### src/rtl/psw_pkg.sv
package psw_pkg;
  localparam int PSW_W  = 8;
  localparam int BIT_C  = 0;
  localparam int BIT_Z  = 1;
  localparam int BIT_I  = 2;
  localparam int BIT_H  = 3;
  localparam int BIT_B  = 4;
  localparam int BIT_G  = 5;
  localparam int BIT_V  = 6;
  localparam int BIT_N  = 7;

  typedef enum logic [1:0] {
    SRC_HOLD = 2'd0,
    SRC_ALU  = 2'd1,
    SRC_MEM  = 2'd2,
    SRC_CLR  = 2'd3
  } flagSrc_e;

  typedef struct packed {
    logic     load;
    flagSrc_e nSrc;
    flagSrc_e vSrc;
    logic     zUpd;
    logic     cUpd;
    logic     hAlu;
    logic     hClr;
    logic     iSet;
    logic     iClr;
    logic     gSet;
    logic     gClr;
    logic     bSet;
  } flagCmd_t;
endpackage

### src/rtl/psw_ctrl.sv
module psw_ctrl
  import psw_pkg::*;
(
  input  logic     dataUpd,
  input  logic     arithUpd,
  input  logic     bitTest,
  input  logic     eiStrobe,
  input  logic     diStrobe,
  input  logic     intAck,
  input  logic     setPage,
  input  logic     clrPage,
  input  logic     clrOvf,
  input  logic     brkStrobe,
  input  logic     loadEn,
  output flagCmd_t cmd
);
  logic resultUpd;
  logic intOff;

  always_comb begin
    resultUpd = dataUpd | arithUpd;
    intOff    = diStrobe | intAck;

    cmd       = '0;
    cmd.load  = loadEn;

    // negative: bit test outranks result updates
    if (bitTest)        cmd.nSrc = SRC_MEM;
    else if (resultUpd) cmd.nSrc = SRC_ALU;
    else                cmd.nSrc = SRC_HOLD;

    // overflow: clear outranks bit test outranks arithmetic
    if (clrOvf)         cmd.vSrc = SRC_CLR;
    else if (bitTest)   cmd.vSrc = SRC_MEM;
    else if (arithUpd)  cmd.vSrc = SRC_ALU;
    else                cmd.vSrc = SRC_HOLD;

    cmd.zUpd = resultUpd;
    cmd.cUpd = arithUpd;
    cmd.hClr = clrOvf;
    cmd.hAlu = arithUpd & ~clrOvf;
    cmd.iClr = intOff;
    cmd.iSet = eiStrobe & ~intOff;
    cmd.gClr = clrPage;
    cmd.gSet = setPage & ~clrPage;
    cmd.bSet = brkStrobe;
  end
endmodule

### src/rtl/psw_dp.sv
module psw_dp
  import psw_pkg::*;
(
  input  logic             clk,
  input  logic             rstN,
  input  flagCmd_t         cmd,
  input  logic [PSW_W-1:0] aluResult,
  input  logic             aluCarryHi,
  input  logic             aluCarryMid,
  input  logic             aluOverflow,
  input  logic             aluSub,
  input  logic [PSW_W-1:0] memByte,
  input  logic [PSW_W-1:0] loadByte,
  output logic [PSW_W-1:0] psw
);
  logic [PSW_W-1:0] pswNext;
  logic             carryFlag;
  logic             halfFlag;
  logic             resultZero;

  always_comb begin
    carryFlag  = aluSub ? ~aluCarryHi  : aluCarryHi;
    halfFlag   = aluSub ? ~aluCarryMid : aluCarryMid;
    resultZero = (aluResult == '0);

    pswNext = psw;
    if (cmd.load) begin
      pswNext = loadByte;
    end else begin
      unique case (cmd.nSrc)
        SRC_ALU: pswNext[BIT_N] = aluResult[PSW_W-1];
        SRC_MEM: pswNext[BIT_N] = memByte[7];
        SRC_CLR: pswNext[BIT_N] = 1'b0;
        default: pswNext[BIT_N] = psw[BIT_N];
      endcase
      unique case (cmd.vSrc)
        SRC_ALU: pswNext[BIT_V] = aluOverflow;
        SRC_MEM: pswNext[BIT_V] = memByte[6];
        SRC_CLR: pswNext[BIT_V] = 1'b0;
        default: pswNext[BIT_V] = psw[BIT_V];
      endcase
      if (cmd.zUpd) pswNext[BIT_Z] = resultZero;
      if (cmd.cUpd) pswNext[BIT_C] = carryFlag;
      if (cmd.hClr)      pswNext[BIT_H] = 1'b0;
      else if (cmd.hAlu) pswNext[BIT_H] = halfFlag;
      if (cmd.iClr)      pswNext[BIT_I] = 1'b0;
      else if (cmd.iSet) pswNext[BIT_I] = 1'b1;
      if (cmd.gClr)      pswNext[BIT_G] = 1'b0;
      else if (cmd.gSet) pswNext[BIT_G] = 1'b1;
      if (cmd.bSet)      pswNext[BIT_B] = 1'b1;
    end
  end

  always_ff @(posedge clk or negedge rstN) begin
    if (!rstN) psw <= '0;
    else       psw <= pswNext;
  end

  AST_HALF_WRITERS: assert property (@(posedge clk) disable iff (!rstN)
    (!cmd.hAlu && !cmd.hClr && !cmd.load) |=> $stable(psw[BIT_H]));
  AST_NO_OVERFLOW_SET: assert property (@(posedge clk) disable iff (!rstN)
    ((cmd.vSrc == SRC_HOLD || cmd.vSrc == SRC_CLR) && !cmd.load) |=> (!psw[BIT_V] || $past(psw[BIT_V])));
  AST_INT_CLEAR_WINS: assert property (@(posedge clk) disable iff (!rstN)
    (cmd.iClr && !cmd.load) |=> !psw[BIT_I]);
  AST_BREAK_STICKY: assert property (@(posedge clk) disable iff (!rstN)
    (psw[BIT_B] && !cmd.load) |=> psw[BIT_B]);
endmodule

### src/rtl/psw_page.sv
module psw_page #(
  parameter  int NUM_PAGES  = 2,
  parameter  int PAGE_SEL_W = 2,
  localparam int PAGE_W     = (NUM_PAGES > 1) ? $clog2(NUM_PAGES) : 1
) (
  input  logic                  gFlag,
  input  logic [PAGE_SEL_W-1:0] pageSel,
  output logic [PAGE_W-1:0]     dirPage,
  output logic                  pageErr
);
  logic selReserved;

  generate
    if ((1 << PAGE_SEL_W) > NUM_PAGES) begin : g_reserved
      assign selReserved = (int'(pageSel) >= NUM_PAGES);
    end else begin : g_full
      assign selReserved = 1'b0;
    end
  endgenerate

  always_comb begin
    pageErr = gFlag & selReserved;
    dirPage = '0;
    if (gFlag && !selReserved) dirPage = pageSel[PAGE_W-1:0];
  end
endmodule

### src/rtl/psw_unit.sv
module psw_unit
  import psw_pkg::*;
#(
  parameter  int NUM_PAGES  = 2,
  parameter  int PAGE_SEL_W = 2,
  localparam int PAGE_W     = (NUM_PAGES > 1) ? $clog2(NUM_PAGES) : 1
) (
  input  logic                  clk,
  input  logic                  rstN,
  input  logic [PSW_W-1:0]      aluResult,
  input  logic                  aluCarryHi,
  input  logic                  aluCarryMid,
  input  logic                  aluOverflow,
  input  logic                  aluSub,
  input  logic                  dataUpd,
  input  logic                  arithUpd,
  input  logic                  bitTest,
  input  logic [PSW_W-1:0]      memByte,
  input  logic                  eiStrobe,
  input  logic                  diStrobe,
  input  logic                  intAck,
  input  logic                  setPage,
  input  logic                  clrPage,
  input  logic                  clrOvf,
  input  logic                  brkStrobe,
  input  logic                  loadEn,
  input  logic [PSW_W-1:0]      loadByte,
  input  logic [PAGE_SEL_W-1:0] pageSel,
  output logic [PSW_W-1:0]      statusWord,
  output logic                  intEnable,
  output logic [PAGE_W-1:0]     dirPage,
  output logic                  pageErr
);
  flagCmd_t cmd;

  psw_ctrl u_ctrl (
    .dataUpd(dataUpd), .arithUpd(arithUpd), .bitTest(bitTest),
    .eiStrobe(eiStrobe), .diStrobe(diStrobe), .intAck(intAck),
    .setPage(setPage), .clrPage(clrPage), .clrOvf(clrOvf),
    .brkStrobe(brkStrobe), .loadEn(loadEn), .cmd(cmd)
  );

  psw_dp u_dp (
    .clk(clk), .rstN(rstN), .cmd(cmd),
    .aluResult(aluResult), .aluCarryHi(aluCarryHi), .aluCarryMid(aluCarryMid),
    .aluOverflow(aluOverflow), .aluSub(aluSub), .memByte(memByte),
    .loadByte(loadByte), .psw(statusWord)
  );

  psw_page #(.NUM_PAGES(NUM_PAGES), .PAGE_SEL_W(PAGE_SEL_W)) u_page (
    .gFlag(statusWord[BIT_G]), .pageSel(pageSel),
    .dirPage(dirPage), .pageErr(pageErr)
  );

  assign intEnable = statusWord[BIT_I];

  AST_LOAD_WINS: assert property (@(posedge clk) disable iff (!rstN)
    loadEn |=> (statusWord == $past(loadByte)));
  AST_RESERVED_PAGE: assert property (@(posedge clk) disable iff (!rstN)
    pageErr |-> (dirPage == '0 && statusWord[BIT_G]));
  AST_FLAT_PAGE: assert property (@(posedge clk) disable iff (!rstN)
    !statusWord[BIT_G] |-> (dirPage == '0 && !pageErr));
endmodule

### config.mk
export PLATFORM = sky130hd
export DESIGN_NAME = psw_unit
export DESIGN_NICKNAME = d
export VERILOG_FILES = /design/src/rtl/psw_pkg.sv /design/src/rtl/psw_ctrl.sv /design/src/rtl/psw_dp.sv /design/src/rtl/psw_page.sv /design/src/rtl/psw_unit.sv
export SDC_FILE = /design/constraint.sdc
export NUM_CORES = 1
export LEC_CHECK = 0
export ABC_AREA = 1
export BUFFER_PORTS_ARGS = -buffer_cell sky130_fd_sc_hd__buf_2
export CAP_MARGIN = 20
export CORE_MARGIN = 8
export CORE_UTILIZATION = 33
export CTS_CLUSTER_SIZE = 40
export DETAILED_ROUTE_END_ITERATION = 12
export HOLD_SLACK_MARGIN = 0.08
export PLACE_DENSITY = 0.77
export SETUP_SLACK_MARGIN = 0.2
export SYNTH_ARGS = -nofsm -noshare
export SYNTH_HDL_FRONTEND = slang
export SYNTH_HIERARCHICAL = 1
export SYNTH_SLANG_ARGS = --single-unit
export TNS_END_PERCENT = 5
### constraint.sdc
create_clock -name clk -period 0.8 [get_ports clk]
set_input_delay 0.16 -clock clk [delete_from_list [all_inputs] [get_ports clk]]
set_output_delay 0.16 -clock clk [all_outputs]
set_load 0.02 [all_outputs]
==> flow_summary.ini <==
[min_path]
hold-path-cell-count = 2
holdPathEnd = u_dp/psw[5]$_DFFE_PN0P_
worstHoldPathType = in -> reg
timing.hold.worst.start = clrPage

[yosys]
async_flop_share_pct = 100
top_post_synthesis_cells_by_area = sky130_fd_sc_hd__dfrtp_1 33%, sky130_fd_sc_hd__nor2_1 14%, sky130_fd_sc_hd__buf_4 11%
synth.most_common_cell = sky130_fd_sc_hd__nor2_1
synth_ff_type = sky130_fd_sc_hd__dfrtp_1
syn_area_um2 = 604
synthesis.nets = 134
syn_avg_cell_area_um2 = 6.64
yosysTopAreaCell = sky130_fd_sc_hd__dfrtp_1
synth_enable_flop_cells = 0
ys_seq_elements = 8
synth_seq_area_share_pct = 33.1
synth_cell_type_count = 18
synth.yosys.warnings = 6
synthDominantCellAreaShare_pct = 33.1
post_synth_most_frequent_cells = 22 x sky130_fd_sc_hd__nor2_1, 16 x sky130_fd_sc_hd__inv_1, 14 x sky130_fd_sc_hd__nand2_1
synthCells = 91

[route]
first_pass_iters = 4
detail_route.vias_per_cell = 4.26
wl_per_cell_um = 11.7
initialDrtViolationCount = 6
detail_route_antenna_nets = 0
residual_drc_count = 0
total_routed_length_mm = 1.91
route.vias.total = 694

[sta]
max-slew-margin-rel_pct = 87.3
finalMaxSlewViolations = 0
max_clock_freq_ghz = 0.925
worst_hold_slack_ns = 0.0940
fin_crit_sh_pct = 135
setup_viol_count_final = 11
timing.final.hold_violations = 0
rsz0062_at_grt = true
worstMarginPinSlew_ns = 0.189
timing.final.ws_setup_ns = -0.281
fin_worst_skew_ns = 0
post_layout_minimum_cycle_time_ns = 1.08

[global_routing]
grtUsageMet1_pct = 10.9
grt_use_met2_pct = 20.4
grt_overflow = 0
grt_pass1_vias = 745
wire_length_of_the_first_global_routing_pass_mm = 3.07
pin_count_of_the_biggest_net_entering_global_routing = 9
met3_usage_pct = 5.00
grt-busiest-layer = met2
number_of_antenna_violations_at_the_first_check_in_global_routing = 0
groute.usage.overall_pct = 11.8

[critical_path]
arrival_ns = 0.92
worst-setup-path-type = reg -> out
regToRegSetupSlack_ns = 0.02
worst_path_largest_cell_delay_ns = 0.43
reg2reg_from = u_dp/psw[3]$_DFFE_PN0P_
reg2reg_depth = 4
end_kind = primary output
crit_path_max_fanout = 4
worst_setup_path_start_kind = register
worst_setup_path_start = u_dp/psw[5]$_DFFE_PN0P_
crit_slowest_cell = sky130_fd_sc_hd__dfrtp_2
cp.required_ns = 0.64
r2r_end = u_dp/psw[3]$_DFFE_PN0P_
worstPathCellList = nand2_2 -> nor2_4 -> buf_6

[placed_design]
io_buffers = 47
dp.cells = 158
post-dp-hpwl_mm = 1.57
gpl.final_weighted_congestion = 0.742

[cts]
clk_pin_slew_ns = 0.06
clk_path_buf_depth = 2
cts.sink_count = 8
post-cts-setup-buffer-count = 0
htreeDepth = 1
numCtsBuffers = 3
cts_tree = done
clk-insertion-delay-late_ns = 0.26
clockRootBuffer = sky130_fd_sc_hd__clkbuf_4

[floorplanning]
coreArea_um2 = 1730
die_h_um = 58.8
chipWidth_um = 58.8
floorplan.die_area_um2 = 3460
initial_core_util_pct = 35.0
ioPinCount = 54
row_count = 15

[final_layout]
finish.net_count = 182
layout.core_utilization_pct = 54.3
biggest_regs = u_dp/psw x8
drive_gt1_share_pct = 46.4
area_delta_synth_final_pct = 55.3
registers.top_by_ff_count = u_dp/psw
final-instance-count-excl-fill = 163
largest_register_ff_count = 8
diodes = 0

[run]
cap_violations = 0

[pwr]
pwr_density_cell_nw_per_um2 = 1290
p_total_mw = 1.21
vdd_drop_max_v = 0.000660
p_leak_nw = 0.542

[outcome]
status = complete, but fails checks
violations_in_the_final_reports = setup timing
-- worst max-delay path by stage --
stage / depth (start not counted) / end
detailed placement: 6 / u_dp/psw[7]$_DFFE_PN0P_
global route: 3 / dirPage
global placement: 6 / u_dp/psw[7]$_DFFE_PN0P_
CTS: 3 / dirPage
finish: 3 / dirPage
floorplan: 2 / dirPage
-- metrics by stage --
step	setup TNS [ns]	setup WS [ns]	instance area, um2
after floorplan	-0.0730	-0.0233	612
after global placement	-0.552	-0.168	850
after detailed placement	-0.709	-0.221	850
after CTS	-2.18	-0.301	910
after global routing	-2.48	-0.321	938
final	-2.03	-0.281	938
-- cells by family after synthesis --
kind of cell           after synthesis  share of synthesized area [%]
buffers and inverters               26                           23.0
flip-flops                           8                           33.1
AO/OA/AOI/OAI                       13                           12.0
AND/OR/NAND/NOR                     42                           29.0
XOR/XNOR                             2                           2.90
-- report_power, final --
part / internal, mW / switching [mW]
Combinational: 0.194 / 0.203
Sequential: 0.440 / 0.0226
Clock: 0.192 / 0.160
Total: 0.827 / 0.385
-- per-layer routing --
layer / part of all wire (%) / vias to the layer above
li1: - / 358
met5: 0 / -
met4: 1.9 / 0
met2: 55 / 25
met1: 34 / 307
met3: 8.7 / 4
-- what timing repair did --
action	in CTS	in global routing
setup endpoints to repair	19	19
hold buffers	1	0
resized for setup	9	9
endpoints found under the hold margin	9	0
gates cloned	0	0
pin swaps	13	13
-- layout make-up --
class / instances / area, um2
Fill cell: 170 / 788
Timing Repair Buffer: 53 / 333
Multi-Input combinational cell: 57 / 285
Sequential cell: 8 / 203
Inverter: 16 / 60.1
Tap cell: 25 / 31.3
Clock buffer: 4 / 26.3
-- worst max-delay path: cells and delay by family (launching register included) --
| kind | cells | cell delay (ns) |
|---|---|---|
| buffers and inverters | 1 | 0.12 |
| flip-flops | 1 | 0.43 |
| AND/OR/NAND/NOR | 2 | 0.11 |
-- cell usage in the layout, fill, tap and decap left out, drive strengths merged --
cell type,count
xnor2,1
buf,52
o31ai,2
xor2,1
nand3,1
o21ai,7
nor2,23
clkbuf,4
nand2,15
nor3,1
inv,16
dfrtp,8
dlygate4sd3,1
a21o,1
a21oi,3
or2,2
No activity file was read; power rests on OpenSTA's default activity.
